$ cat config.mk
export PLATFORM = sky130hd
export DESIGN_NAME = icnt_trigger_top
export DESIGN_NICKNAME = d
export VERILOG_FILES = /design/src/rtl/icnt_pkg.sv /design/src/rtl/icnt_rst_sync.sv /design/src/rtl/icnt_regs.sv /design/src/rtl/icnt_gate.sv /design/src/rtl/icnt_fire.sv /design/src/rtl/icnt_trigger_top.sv
export SDC_FILE = /design/constraint.sdc
export NUM_CORES = 1
export LEC_CHECK = 0
export ABC_AREA = 1
export BUFFER_PORTS_ARGS = -buffer_cell sky130_fd_sc_hd__buf_2
export CELL_PAD_IN_SITES_DETAIL_PLACEMENT = 1
export CELL_PAD_IN_SITES_GLOBAL_PLACEMENT = 2
export CORE_MARGIN = 2
export CORE_UTILIZATION = 28
export DETAILED_ROUTE_END_ITERATION = 8
export GPL_ROUTABILITY_DRIVEN = 1
export PLACE_DENSITY_LB_ADDON = 0.1
export SLEW_MARGIN = 20
export SYNTH_ARGS = -nofsm -noshare
export SYNTH_HDL_FRONTEND = slang
export SYNTH_SLANG_ARGS = --single-unit
$ cat constraint.sdc
create_clock -name clk -period 5.3 [get_ports clk]
set_clock_uncertainty 0.15 [all_clocks]
set_input_delay 0.53 -clock clk [delete_from_list [all_inputs] [get_ports clk]]
set_output_delay 0.53 -clock clk [all_outputs]
set_load 0.02 [all_outputs]
$ cat src/rtl/icnt_pkg.sv
package icnt_pkg;
  localparam int unsigned CAUSE_W    = 4;
  localparam logic [CAUSE_W-1:0] CAUSE_ICOUNT = 4'h1;
  localparam logic [CAUSE_W-1:0] CAUSE_NONE   = 4'h0;
endpackage

$ cat src/rtl/icnt_rst_sync.sv
module icnt_rst_sync #(
  parameter int unsigned STAGES = 2
) (
  input  logic clk,
  input  logic rst_n,
  output logic rst_sync_n
);
  logic [STAGES-1:0] chain_q;
  logic [STAGES-1:0] chain_d;

  always_comb begin
    chain_d = {chain_q[STAGES-2:0], 1'b1};
  end

  always_ff @(posedge clk or negedge rst_n) begin
    if (!rst_n) chain_q <= '0;
    else        chain_q <= chain_d;
  end

  assign rst_sync_n = chain_q[STAGES-1];
endmodule

$ cat src/rtl/icnt_regs.sv
module icnt_regs #(
  parameter int unsigned CNT_W = 32,
  parameter int unsigned LVL_W = 4
) (
  input  logic             clk,
  input  logic             rst_n,
  input  logic             inc_en,
  input  logic             wr_cnt_en,
  input  logic             wr_lvl_en,
  input  logic [CNT_W-1:0] wr_data,
  output logic [CNT_W-1:0] cnt_q,
  output logic [LVL_W-1:0] lvl_q
);
  localparam logic [CNT_W-1:0] ONE = {{(CNT_W-1){1'b0}}, 1'b1};

  logic [CNT_W-1:0] cnt_d;
  logic [LVL_W-1:0] lvl_d;
  logic             cnt_ce;
  logic             lvl_ce;

  // counter: software write wins over the increment
  always_comb begin
    cnt_ce = wr_cnt_en | inc_en;
    if (wr_cnt_en) cnt_d = wr_data;
    else           cnt_d = cnt_q + ONE;
  end

  always_comb begin
    lvl_ce = wr_lvl_en;
    lvl_d  = wr_data[LVL_W-1:0];
  end

  always_ff @(posedge clk or negedge rst_n) begin
    if (!rst_n)      cnt_q <= '0;
    else if (cnt_ce) cnt_q <= cnt_d;
  end

  always_ff @(posedge clk or negedge rst_n) begin
    if (!rst_n)      lvl_q <= '0;
    else if (lvl_ce) lvl_q <= lvl_d;
  end

  p_count_step_r2: assert property (@(posedge clk) disable iff (!rst_n)
    (inc_en && !wr_cnt_en) |=> (cnt_q == $past(cnt_q) + ONE));

  p_hold_idle_r3: assert property (@(posedge clk) disable iff (!rst_n)
    (!inc_en && !wr_cnt_en) |=> $stable(cnt_q));

  p_write_wins_r8: assert property (@(posedge clk) disable iff (!rst_n)
    wr_cnt_en |=> (cnt_q == $past(wr_data)));

  p_level_load_r9: assert property (@(posedge clk) disable iff (!rst_n)
    wr_lvl_en |=> (lvl_q == $past(wr_data[LVL_W-1:0])));
endmodule

$ cat src/rtl/icnt_gate.sv
module icnt_gate #(
  parameter int unsigned CNT_W = 32,
  parameter int unsigned LVL_W = 4
) (
  input  logic             retire_vld,
  input  logic [LVL_W-1:0] cur_lvl,
  input  logic [LVL_W-1:0] lvl_q,
  input  logic [CNT_W-1:0] cnt_q,
  output logic             inc_en,
  output logic             fire
);
  logic counted;
  logic at_top;

  always_comb begin
    counted = retire_vld && (cur_lvl < lvl_q);
    at_top  = &cnt_q;
    fire    = counted && at_top;
    inc_en  = counted && !at_top;
  end

  always_comb begin
    if (lvl_q == '0) p_off_when_zero_r4: assert (!inc_en && !fire);
  end
endmodule

$ cat src/rtl/icnt_fire.sv
module icnt_fire
  import icnt_pkg::*;
#(
  parameter int unsigned PC_W = 32
) (
  input  logic               clk,
  input  logic               rst_n,
  input  logic               fire,
  input  logic [PC_W-1:0]    retire_pc,
  output logic               dbg_req,
  output logic [PC_W-1:0]    dbg_pc,
  output logic [CAUSE_W-1:0] dbg_cause
);
  logic            req_d;
  logic [PC_W-1:0] pc_d;
  logic            pc_ce;

  always_comb begin
    req_d = fire;
    pc_ce = fire;
    pc_d  = retire_pc;
  end

  always_ff @(posedge clk or negedge rst_n) begin
    if (!rst_n) dbg_req <= 1'b0;
    else        dbg_req <= req_d;
  end

  always_ff @(posedge clk or negedge rst_n) begin
    if (!rst_n)     dbg_pc <= '0;
    else if (pc_ce) dbg_pc <= pc_d;
  end

  assign dbg_cause = dbg_req ? CAUSE_ICOUNT : CAUSE_NONE;

  p_req_follows_r6: assert property (@(posedge clk) disable iff (!rst_n)
    fire |=> (dbg_req && dbg_pc == $past(retire_pc)));

  p_req_pulse_r6: assert property (@(posedge clk) disable iff (!rst_n)
    !fire |=> (!dbg_req && $stable(dbg_pc)));
endmodule

$ cat src/rtl/icnt_trigger_top.sv
module icnt_trigger_top
  import icnt_pkg::*;
#(
  parameter int unsigned CNT_W = 32,
  parameter int unsigned LVL_W = 4,
  parameter int unsigned PC_W  = 32
) (
  input  logic               clk,
  input  logic               rst_n,
  input  logic               retire_vld,
  input  logic [LVL_W-1:0]   cur_lvl,
  input  logic [PC_W-1:0]    retire_pc,
  input  logic               wr_cnt_en,
  input  logic               wr_lvl_en,
  input  logic [CNT_W-1:0]   wr_data,
  output logic [CNT_W-1:0]   cnt_q,
  output logic [LVL_W-1:0]   lvl_q,
  output logic               retire_kill,
  output logic               dbg_req,
  output logic [PC_W-1:0]    dbg_pc,
  output logic [CAUSE_W-1:0] dbg_cause
);
  logic rst_int_n;
  logic inc_en;
  logic fire;

  icnt_rst_sync #(.STAGES(2)) u_rst (
    .clk        (clk),
    .rst_n      (rst_n),
    .rst_sync_n (rst_int_n)
  );

  icnt_regs #(.CNT_W(CNT_W), .LVL_W(LVL_W)) u_regs (
    .clk       (clk),
    .rst_n     (rst_int_n),
    .inc_en    (inc_en),
    .wr_cnt_en (wr_cnt_en),
    .wr_lvl_en (wr_lvl_en),
    .wr_data   (wr_data),
    .cnt_q     (cnt_q),
    .lvl_q     (lvl_q)
  );

  icnt_gate #(.CNT_W(CNT_W), .LVL_W(LVL_W)) u_gate (
    .retire_vld (retire_vld),
    .cur_lvl    (cur_lvl),
    .lvl_q      (lvl_q),
    .cnt_q      (cnt_q),
    .inc_en     (inc_en),
    .fire       (fire)
  );

  icnt_fire #(.PC_W(PC_W)) u_fire (
    .clk       (clk),
    .rst_n     (rst_int_n),
    .fire      (fire),
    .retire_pc (retire_pc),
    .dbg_req   (dbg_req),
    .dbg_pc    (dbg_pc),
    .dbg_cause (dbg_cause)
  );

  assign retire_kill = fire;

  p_no_inc_on_fire_r5: assert property (@(posedge clk) disable iff (!rst_int_n)
    (retire_kill && !wr_cnt_en) |=> (&cnt_q));

  p_blocked_level_r3: assert property (@(posedge clk) disable iff (!rst_int_n)
    (retire_vld && cur_lvl >= lvl_q && !wr_cnt_en) |=> ($stable(cnt_q) && !dbg_req));
endmodule

==> implementation parameters, run 1 <==
Parameter                              Value

STA
  Worst slew margin relative to its limit ... 0.2830
  Max-slew violation count ... 0
  Endpoints failing setup ... 0
  Fmax ... 335.6 MHz
  Worst slew pin tran ... 1.074 ns
  Total Neg Setup Slack ... 0 ns
  Hold Vio Cnt, Final ... 0
  Period utilisation layout ... 0.5622
  Post-layout min period ... 2.980 ns
  RSZ-0062 raised after global routing ... false

Worst setup path
  Startpoint types ... flip-flop
  Req. time, crit path ... 4.62 ns
  Data arrival at the endpoint of the critical path ... 2.30 ns
  Highest-delay cell along the critical path ... sky130_fd_sc_hd__dfrtp_1
  Most frequent CP cell ... sky130_fd_sc_hd__nand2_1
  Maximum fanout encountered on the critical timing path ... 7
  Worst stage delay on the critical path ... 0.39 ns
  Cell-by-cell trace of the critical path ... ha_1 -> nand2_1 -> nor2_4 -> nand2_2 -> nor2_8 -> nand2_1 -> nor4_1 -> buf_2
  Critical path start-end classification ... reg -> out
  Sort of element at the end of the critical path ... output pin

Clocking
  Clock Sink Count ... 71
  CTS root buffer ... sky130_fd_sc_hd__clkbuf_16
  Clock insertion delay at the later pin of the skew report ... 0.34 ns
  H-tree lvl count ... 3
  CTS clock-pin slew for the worst setup and hold paths ... 0.06 ns
  Inserted Clock Buffers ... 9
  Buffer levels on the longest clock path ... 2
  TritonCTS clock tree ... built

Run
  Maxcap violations ... 0

Die
  IO Count ... 147
  Floorplan die width ... 124.7 um
  Die area ... 15550 sq um
  Count of standard-cell rows ... 44
  Vert. Die Dim ... 124.7 um
  Initial core utilization ... 0.2840
  Placeable core region ... 14370 sq um

Synth
  Distinct cell type count of the synthesized netlist ... 29
  Number of enable-type register cells in the synthesized netlist ... 0
  Post-synthesis cell area ... 4080 sq um
  Synth area leaders ... sky130_fd_sc_hd__dfrtp_1, sky130_fd_sc_hd__nand2_1, sky130_fd_sc_hd__o21ai_0, sky130_fd_sc_hd__nand3_1, sky130_fd_sc_hd__nor2_1
  Share of synthesized flip-flops with an asynchronous set or reset ... 1.000
  Sequential-to-total area share from yosys stat ... 0.4354
  Library cell occupying the most area in the post-synthesis netlist ... sky130_fd_sc_hd__dfrtp_1
  Most instantiated flip-flop cell in the synthesis netlist ... sky130_fd_sc_hd__dfrtp_1
  Gate count of the mapped netlist ... 596
  Count of warnings emitted by yosys ... 0
  Mapped Avg Cell Area ... 6.846 sq um
  Share of the synthesized area in the top cell type ... 0.4354
  Number of synthesized register bits ... 71

Place
  Port bufs ... 143
  Final weighted congestion in routability-driven placement ... 0.7972
  Post-detail-place hpwl ... 9749 um
  Standard cell area after detailed placement ... 4915 sq um

Pwr
  Peak ir drop on the vdd network ... 128.1 uV
  P_leak ... 2.873 nW
  Ratio of total power to cell area ... 332.9 nW/um^2

Detailed routing
  Length of the first detailed-routing pass in iterations ... 4
  Routed wire length ... 13620 um
  Number of vias in the routed layout ... 4230
  Vias per Instance ... 4.603
  Routed Antenna Nets ... 0
  Wire length per cell after detailed routing ... 14.82 um
  1st-iter DRT viols ... 124
  DRC Markers ... 0

Outcome
  Status ... completed

Global route
  Wire length of the first global-routing pass ... 22690 um
  Remaining global-route overflow ... 0
  Via count of the first global-routing pass ... 4370
  Largest net degree at the start of global routing ... 70
  Total Routing Usage GR ... 0.1819
  Initial antenna violation count ... 1

Worst hold path
  Hold Crit Class ... reg -> reg

Layout
  Most common library cell in the layout ignoring fill and taps ... sky130_fd_sc_hd__nand2_1
  Ratio of cells with drive above 1 in the final layout ... 0.2354
  Top library cells by usage in the layout, fill and taps aside ... sky130_fd_sc_hd__nand2_1, sky130_fd_sc_hd__buf_2, sky130_fd_sc_hd__dfrtp_1
  Nets@finish ... 807
  Area of all placed cells without fillers ... 5263 sq um
  Antenna diode count ... 0
  Signed area change from the synthesized netlist to the final layout ... 28.98%
power by group:
| part | total, mW | internal, mW | leakage (nW) | switching [mW] |
|---|---|---|---|---|
| sequential | 0.678 | 0.600 | 0.900 | 0.0780 |
| clock | 0.710 | 0.459 | 0.166 | 0.250 |
| combinational | 0.364 | 0.125 | 1.81 | 0.238 |
| total | 1.75 | 1.19 | 2.87 | 0.567 |
routing by layer:
layer / share of wire / global-route usage / up-vias
li1: - / - / 2122
met1: 0.45 / 0.2283 / 1998
met2: 0.48 / 0.3063 / 93
met3: 0.056 / 0.04639 / 15
met4: 0.014 / 0.05750 / 2
met5: 0.00095 / 0 / -
layout make-up:
cell class,count,area (sq um)
fillers,1869,9106
multi-input cells,465,2032
flip-flops and latches,71,1778
repair buffers,146,740.7
well taps,184,230.2
clock buffers,10,229.0
inverters,37,143.9
clock inverters,6,108.9
critical path, delay by kind of cell (launching register included):
kind | cells | cell delay [ns]
adder cells (fa/ha/maj) | 1 | 0.19
AND/OR/NAND/NOR | 6 | 1.14
flip-flops | 1 | 0.39
buffers and inverters | 1 | 0.24
stage by stage:
stage,setup WS (ns),hold WS [ns],utilization,power (mW),cells
2_1_floorplan,2.569,0.08441,-,0.9065,598
3_3_place_gp,2.124,0.1732,0.3417,1.047,902
3_5_place_dp,2.057,0.1701,0.3420,1.059,902
4_1_cts,2.217,0.2079,0.3662,1.785,919
5_1_grt,2.057,0.2191,0.3662,1.864,919
6_report,2.320,0.2055,0.3662,1.752,919
logic make-up (layout without fill, tap and decap cells):
family / after synthesis / count (layout) / synth area share
buf+inv: 62 / 199 / 0.06961
simple gates: 393 / 393 / 0.3919
compound gates: 58 / 58 / 0.07544
xor+xnor: 5 / 5 / 0.01073
fa+ha+maj: 4 / 4 / 0.01227
flops: 71 / 71 / 0.4354
other cells: 2 / 4 / 0.001841
mux: 1 / 1 / 0.002760
synth_stat cells (2+ instances only):
cell type and instances:
sky130_fd_sc_hd__nand2_1 296, sky130_fd_sc_hd__dfrtp_1 71, sky130_fd_sc_hd__nor2_1 44, sky130_fd_sc_hd__o21ai_0 40, sky130_fd_sc_hd__nand3_1 38, sky130_fd_sc_hd__inv_1 36, sky130_fd_sc_hd__clkbuf_1 11, sky130_fd_sc_hd__o21ai_1 9
sky130_fd_sc_hd__buf_4 7, sky130_fd_sc_hd__o21bai_1 7, sky130_fd_sc_hd__xor2_1 5, sky130_fd_sc_hd__buf_2 4, sky130_fd_sc_hd__ha_1 4, sky130_fd_sc_hd__nand3b_1 3, sky130_fd_sc_hd__a21oi_1 2, sky130_fd_sc_hd__buf_6 2
sky130_fd_sc_hd__conb_1 2, sky130_fd_sc_hd__nand2_2 2, sky130_fd_sc_hd__nor2_2 2, sky130_fd_sc_hd__or2_2 2
worst paths after layout:
path                       depth (start not counted)                           end                         from  slack (ns)
max in group asynchronous                          1  u_regs.cnt_q[25]$_DFFE_PN0P_   u_rst.chain_q[1]$_DFF_PN0_        4.04
min in group asynchronous                          1  u_regs.cnt_q[19]$_DFFE_PN0P_   u_rst.chain_q[1]$_DFF_PN0_        0.34
hold / removal                                     0    u_rst.chain_q[1]$_DFF_PN0_   u_rst.chain_q[0]$_DFF_PN0_        0.21
setup reg to reg                                  11  u_regs.cnt_q[21]$_DFFE_PN0P_  u_regs.cnt_q[0]$_DFFE_PN0P_        2.44
setup / recovery                                   8                   retire_kill  u_regs.cnt_q[0]$_DFFE_PN0P_        2.32
hold reg to reg                                    0    u_rst.chain_q[1]$_DFF_PN0_   u_rst.chain_q[0]$_DFF_PN0_        0.21
registers in the layout, summed over array words and instances, names as in the netlist:
register        cells
u_fire.dbg_req      1
u_fire.dbg_pc      32
u_regs.cnt_q       32
u_regs.lvl_q        4
u_rst.chain_q       2
repair_timing:
item                      in CTS  in global routing
hold endpoints to repair       2                  0
gates resized for setup        0                  0
buffers inserted               0                  0
hold buffers                   1                  0
Note: power is estimated with default switching activity, not from simulation.
==> run 2: changes to the inputs <==
--- a/config.mk
+++ b/config.mk
@@ -10,7 +10,7 @@
 export CELL_PAD_IN_SITES_DETAIL_PLACEMENT = 1
 export CELL_PAD_IN_SITES_GLOBAL_PLACEMENT = 2
 export CORE_MARGIN = 2
-export CORE_UTILIZATION = 28
+export CORE_UTILIZATION = 26
 export DETAILED_ROUTE_END_ITERATION = 8
 export GPL_ROUTABILITY_DRIVEN = 1
 export PLACE_DENSITY_LB_ADDON = 0.1
==> constraint.sdc (replaced) <==
create_clock -name clk -period 2.9 [get_ports clk]
set_clock_uncertainty 0.15 [all_clocks]
set_input_delay 0.29 -clock clk [delete_from_list [all_inputs] [get_ports clk]]
set_output_delay 0.29 -clock clk [all_outputs]
set_load 0.02 [all_outputs]
==> run 2 against run 1 <==
  * Critical path depth unchanged
  * Via count rose by 2.7%
  * Register-to-register slack worse by 1.8 ns
  * Largest power group is now sequential cells
==> implementation parameters, run 2 (synthesis results as in run 1) <==
Parameter                              Value

STA
  Total Neg Setup Slack ... 0 ns (unchanged)
  Worst slew margin relative to its limit ... 0.3696 (was 0.2830)
  RSZ-0062 raised after global routing ... false (unchanged)
  Period utilisation layout ... 0.9063
  Endpoints failing setup ... 0 (unchanged)
  Fmax ... 380.5 MHz
  Max-slew violation count ... 0 (unchanged)
  Hold Vio Cnt, Final ... 0 (unchanged)
  Worst slew pin tran ... 0.9455 ns (was 1.074 ns)
  Post-layout min period ... 2.628 ns

Clocking
  Post-CTS Setup Repair Bufs ... 0 (unchanged)
  Inserted Clock Buffers ... 9 (unchanged)
  Clock Sink Count ... 71 (unchanged)
  Buffer levels on the longest clock path ... 2 (unchanged)
  TritonCTS clock tree ... built (unchanged)
  CTS clock-pin slew for the worst setup and hold paths ... 0.06 ns (about the same)
  H-tree lvl count ... 3 (unchanged)
  CTS root buffer ... sky130_fd_sc_hd__clkbuf_16 (unchanged)
  Clock insertion delay at the later pin of the skew report ... 0.34 ns (about the same)

Layout
  Ratio of cells with drive above 1 in the final layout ... 0.2437 (was 0.2354)
  Nets@finish ... 831 (was 807)
  Signed area change from the synthesized netlist to the final layout ... 34.22% (was 28.98%)
  Top library cells by usage in the layout, fill and taps aside ... sky130_fd_sc_hd__nand2_1, sky130_fd_sc_hd__buf_2, sky130_fd_sc_hd__dfrtp_1 (unchanged)
  Largest registers ... u_fire.dbg_pc x32, u_regs.cnt_q x32, u_regs.lvl_q x4 (unchanged)
  Most common library cell in the layout ignoring fill and taps ... sky130_fd_sc_hd__nand2_1 (unchanged)

Pwr
  Power, Total ... 3.078 mW (was 1.752 mW)
  P_leak ... 2.957 nW (was 2.873 nW)
  Peak ir drop on the vdd network ... 232.6 uV (was 128.1 uV)
  Ratio of total power to cell area ... 562.0 nW/um^2 (was 332.9 nW/um^2)

Detailed routing
  Wire length per cell after detailed routing ... 14.48 um (was 14.82 um)
  Routed Antenna Nets ... 0 (unchanged)
  Vias per Instance ... 4.474 (was 4.603)
  Length of the first detailed-routing pass in iterations ... 4 (unchanged)
  Number of vias in the routed layout ... 4344 (was 4230)
  DRC Markers ... 0 (unchanged)
  Routed wire length ... 14060 um (was 13620 um)
  1st-iter DRT viols ... 107 (was 124)

Worst hold path
  Hold Crit Class ... in -> reg (was reg -> reg)

Global route
  Via count of the first global-routing pass ... 4632 (was 4370)
  Largest net degree at the start of global routing ... 39 (was 70)
  Initial antenna violation count ... 2 (was 1)
  Wire length of the first global-routing pass ... 23160 um (was 22690 um)
  Total Routing Usage GR ... 0.1776 (was 0.1819)
  Remaining global-route overflow ... 0 (unchanged)

Die
  Vert. Die Dim ... 129.3 um (was 124.7 um)
  Die area ... 16710 sq um (was 15550 sq um)
  Floorplan die width ... 129.3 um (was 124.7 um)
  Placeable core region ... 15260 sq um (was 14370 sq um)
  Count of standard-cell rows ... 45 (was 44)
  Initial core utilization ... 0.2674 (was 0.2840)
  IO Count ... 147 (unchanged)

Worst setup path
  Req. time, crit path ... 2.46 ns (was 4.62 ns)
  Data arrival at the endpoint of the critical path ... 2.19 ns (was 2.30 ns)
  Maximum fanout encountered on the critical timing path ... 7 (unchanged)
  Startpoint types ... flip-flop (unchanged)
  Critical path start-end classification ... reg -> out (unchanged)
  Sort of element at the end of the critical path ... output pin (unchanged)

Run
  Maxcap violations ... 0 (unchanged)

Place
  Final weighted congestion in routability-driven placement ... 0.8201 (was 0.7972)
  Post-detail-place hpwl ... 10400 um (was 9749 um)
  Port bufs ... 143 (unchanged)

Outcome
  Status ... completed (unchanged)
## run 2: worst paths after layout
path | from | end | slack (ns) | cells after the start
max | u_regs.cnt_q[0]$_DFFE_PN0P_ | retire_kill | 0.27 | 8
min | retire_pc[19] | u_fire.dbg_pc[19]$_DFFE_PN0P_ | 0.005 | 3
max reg2reg | u_regs.lvl_q[3]$_DFFE_PN0P_ | u_regs.cnt_q[17]$_DFFE_PN0P_ | 0.63 | 10
min reg2reg | u_rst.chain_q[0]$_DFF_PN0_ | u_rst.chain_q[1]$_DFF_PN0_ | 0.22 | 0
max in group asynchronous | u_rst.chain_q[1]$_DFF_PN0_ | u_fire.dbg_pc[12]$_DFFE_PN0P_ | 1.53 | 1
min in group asynchronous | rst_n | u_rst.chain_q[0]$_DFF_PN0_ | 0.12 | 2
## run 2: timing repair
item	4_1_cts	5_1_grt
gates resized for setup	0	1
hold buffers	15	0
endpoints found under the hold margin	16	0
endpoints found under the setup margin	0	1
## run 2: metal layers
metal	GRT usage	wire [um]
met5	0	16
met4	0.06458	271
met3	0.04129	740
met2	0.2938	6572
met1	0.2270	6458
## run 2: final cells by class
type	count	area (sq um)
fill	1965	9782
multi-input combinational	465	2033
sequential	71	1778
timing repair buffer	170	955.9
tap	211	264.0
clock buffer	10	239.0
inverter	37	143.9
clock inverter	6	60.06
antenna	1	2.502
## run 2: report_power, final
group | switching, mW | total (mW) | internal, mW
sequential | 0.154 | 1.25 | 1.10
combinational | 0.433 | 0.681 | 0.248
clock | 0.461 | 1.15 | 0.685
total | 1.05 | 3.08 | 2.03
## run 2: worst max-delay path: stages, from the launching register on
cell and delay [ns]:
sky130_fd_sc_hd__dfrtp_1 0.39, sky130_fd_sc_hd__ha_1 0.19, sky130_fd_sc_hd__nand2_1 0.11, sky130_fd_sc_hd__nor2_4 0.14
sky130_fd_sc_hd__nand2_2 0.15, sky130_fd_sc_hd__nor2_8 0.19, sky130_fd_sc_hd__nand2_1 0.10, sky130_fd_sc_hd__nor4_2 0.33
sky130_fd_sc_hd__buf_2 0.23
## run 2: through the flow
| step | instance area (sq um) | cells | util | worst slack [ns] | hold WS (ns) |
|---|---|---|---|---|---|
| after floorplan | 4088 | 598 | - | 0.4381 | -0.1556 |
| after global placement | 5019 | 939 | 0.3289 | 0.5397 | -0.07527 |
| after detailed placement | 5019 | 939 | 0.3289 | 0.4629 | -0.07064 |
| after CTS | 5468 | 970 | 0.3583 | 0.08149 | 0.001679 |
| after global routing | 5474 | 970 | 0.3588 | 0.05003 | 0.01576 |
| final | 5477 | 971 | 0.3589 | 0.2717 | 0.004946 |
==> run 3: changes to the inputs <==
--- a/config.mk
+++ b/config.mk
@@ -10,7 +10,7 @@
 export CELL_PAD_IN_SITES_DETAIL_PLACEMENT = 1
 export CELL_PAD_IN_SITES_GLOBAL_PLACEMENT = 2
 export CORE_MARGIN = 2
-export CORE_UTILIZATION = 26
+export CORE_UTILIZATION = 28
 export DETAILED_ROUTE_END_ITERATION = 8
 export GPL_ROUTABILITY_DRIVEN = 1
 export PLACE_DENSITY_LB_ADDON = 0.1
==> constraint.sdc (replaced) <==
create_clock -name clk -period 3.2 [get_ports clk]
set_clock_uncertainty 0.15 [all_clocks]
set_input_delay 0.32 -clock clk [delete_from_list [all_inputs] [get_ports clk]]
set_output_delay 0.32 -clock clk [all_outputs]
set_load 0.02 [all_outputs]
==> run 3 against run 2 <==
  * Final cell count down 4.8%
  * Highest routed layer is now met4
  * Largest power group unchanged
  * Cell area down 3.7%
  * Clock power down 7%
==> implementation parameters, run 3 (synthesis results as in run 1) <==
Parameter                              Value

Layout
  Nets@finish ... 811 (was 831)
  Number of standard cells in the layout, taps in and fillers out ... 924 (was 971)
  Area of all placed cells without fillers ... 5276 sq um (was 5477 sq um)
  Ratio of cells with drive above 1 in the final layout ... 0.2382 (was 0.2437)
  Largest registers ... u_fire.dbg_pc x32, u_regs.cnt_q x32, u_regs.lvl_q x4 (unchanged)
  Signed area change from the synthesized netlist to the final layout ... 29.32% (was 34.22%)
  Top library cells by usage in the layout, fill and taps aside ... sky130_fd_sc_hd__nand2_1, sky130_fd_sc_hd__buf_2, sky130_fd_sc_hd__dfrtp_1 (unchanged)
  Most common library cell in the layout ignoring fill and taps ... sky130_fd_sc_hd__nand2_1 (unchanged)

STA
  Worst slew pin tran ... 0.7861 ns (was 0.9455 ns)
  Post-layout min period ... 2.823 ns
  Hold Vio Cnt, Final ... 0 (unchanged)
  Worst slew margin relative to its limit ... 0.4759 (was 0.3696)
  Fmax ... 354.2 MHz
  Period utilisation layout ... 0.8823
  Endpoints failing setup ... 0 (unchanged)
  Total Neg Setup Slack ... 0 ns (unchanged)
  RSZ-0062 raised after global routing ... false (unchanged)
  Max-slew violation count ... 0 (unchanged)

Place
  Final weighted congestion in routability-driven placement ... 0.7937 (was 0.8201)
  Standard cell area after detailed placement ... 4952 sq um (was 5019 sq um)
  Port bufs ... 143 (unchanged)
  Dpl cells ... 906 (was 939)
  Post-detail-place hpwl ... 10290 um (was 10400 um)

Clocking
  TritonCTS clock tree ... built (unchanged)
  Inserted Clock Buffers ... 9 (unchanged)
  CTS root buffer ... sky130_fd_sc_hd__clkbuf_16 (unchanged)
  Clock Sink Count ... 71 (unchanged)
  CTS clock-pin slew for the worst setup and hold paths ... 0.06 ns (about the same)
  Clock insertion delay at the later pin of the skew report ... 0.34 ns (about the same)
  Post-CTS Setup Repair Bufs ... 0 (unchanged)
  H-tree lvl count ... 3 (unchanged)
  Buffer levels on the longest clock path ... 2 (unchanged)

Worst setup path
  Sort of element at the end of the critical path ... output pin (unchanged)
  Data arrival at the endpoint of the critical path ... 2.35 ns (was 2.19 ns)
  Worst stage delay on the critical path ... 0.42 ns (was 0.39 ns)
  Highest-delay cell along the critical path ... sky130_fd_sc_hd__dfrtp_1 (unchanged)
  Cell-by-cell trace of the critical path ... ha_1 -> nand2_1 -> nor2_4 -> nand2_2 -> nor2_8 -> nand2_1 -> nor4_1 -> buf_2 (was ha_1 -> nand2_1 -> nor2_4 -> nand2_2 -> nor2_8 -> nand2_1 -> nor4_2 -> buf_2)
  Critical path start-end classification ... reg -> out (unchanged)
  Req. time, crit path ... 2.73 ns (was 2.46 ns)
  Startpoint types ... flip-flop (unchanged)
  Most frequent CP cell ... sky130_fd_sc_hd__nand2_1 (unchanged)
  Maximum fanout encountered on the critical timing path ... 7 (unchanged)

Global route
  Initial antenna violation count ... 0 (was 2)
  Total Routing Usage GR ... 0.1867 (was 0.1776)
  Wire length of the first global-routing pass ... 23230 um (was 23160 um)
  Via count of the first global-routing pass ... 4576 (was 4632)
  Largest net degree at the start of global routing ... 38 (was 39)
  Remaining global-route overflow ... 0 (unchanged)

Die
  Initial core utilization ... 0.2840 (was 0.2674)
  IO Count ... 147 (unchanged)
  Placeable core region ... 14370 sq um (was 15260 sq um)
  Floorplan die width ... 124.7 um (was 129.3 um)
  Vert. Die Dim ... 124.7 um (was 129.3 um)
  Count of standard-cell rows ... 44 (was 45)
  Die area ... 15550 sq um (was 16710 sq um)

Detailed routing
  Number of vias in the routed layout ... 4230 (was 4344)
  Length of the first detailed-routing pass in iterations ... 4 (unchanged)
  1st-iter DRT viols ... 124 (was 107)
  Routed wire length ... 13910 um (was 14060 um)
  DRC Markers ... 0 (unchanged)
  Wire length per cell after detailed routing ... 15.06 um (was 14.48 um)
  Routed Antenna Nets ... 0 (unchanged)
  Vias per Instance ... 4.578 (was 4.474)

Pwr
  Ratio of total power to cell area ... 530.7 nW/um^2 (was 562.0 nW/um^2)
  P_leak ... 2.878 nW (was 2.957 nW)
  Peak ir drop on the vdd network ... 229.0 uV (was 232.6 uV)

Run
  Maxcap violations ... 0 (unchanged)

Worst hold path
  Hold Crit Class ... in -> reg (unchanged)

Outcome
  Status ... completed (unchanged)
## run 3: report_power, final
| part | internal [mW] | total, mW | switching (mW) |
|---|---|---|---|
| sequential | 0.995 | 1.14 | 0.140 |
| combinational | 0.209 | 0.595 | 0.386 |
| clock | 0.669 | 1.07 | 0.402 |
| total | 1.87 | 2.80 | 0.928 |
## run 3: final cells by class
class	instances	area [sq um]
clock inverters	2	37.54
repair buffers	150	783.3
diodes	1	2.502
inverters	37	143.9
multi-input cells	465	2027
flip-flops and latches	71	1778
fillers	1876	9092
well taps	184	230.2
clock buffers	14	274.0
## run 3: worst paths after layout
path	from	end	slack, ns	cells after the start
worst max-delay path	u_regs.cnt_q[1]$_DFFE_PN0P_	retire_kill	0.38	8
worst min-delay path	retire_pc[0]	u_fire.dbg_pc[0]$_DFFE_PN0P_	0.03	3
worst max register to register	u_regs.cnt_q[1]$_DFFE_PN0P_	u_regs.cnt_q[25]$_DFFE_PN0P_	0.45	11
worst min register to register	u_rst.chain_q[1]$_DFF_PN0_	u_regs.cnt_q[30]$_DFFE_PN0P_	0.21	0
max in group asynchronous	u_rst.chain_q[1]$_DFF_PN0_	u_fire.dbg_pc[16]$_DFFE_PN0P_	1.89	1
min in group asynchronous	rst_n	u_rst.chain_q[0]$_DFF_PN0_	0.14	2
## run 3: critical path, delay by kind of cell (launching register included)
family                     cells  cell delay [ns]
adders and majority gates      1             0.19
and+or+nand+nor                6             1.15
buffers and inverters          1             0.25
DFF                            1             0.42
## run 3: per-layer routing
layer | GRT usage | vias to the layer above | wire (um)
met5 | 0 | - | 0
met4 | 0.06213 | 0 | 213
met3 | 0.04424 | 14 | 740
met2 | 0.3240 | 90 | 6836
met1 | 0.2271 | 1999 | 6122
li1 | - | 2127 | -
## run 3: what timing repair did
action / 4_1_cts / 5_1_grt
endpoints found under the hold margin: 2 / 0
hold buffers: 1 / 0
resized for setup: 0 / 0
## run 3: metrics by stage
step	utilization	setup slack, ns	hold slack, ns	total power [mW]
final	0.3672	0.3765	0.02771	2.800
after global routing	0.3670	0.1093	0.03250	2.972
after CTS	0.3670	0.2940	0.01784	2.851
after detailed placement	0.3447	0.3804	-0.04133	1.761
after global placement	0.3447	0.4188	-0.04433	1.743
after floorplan	-	0.7081	-0.1256	1.501
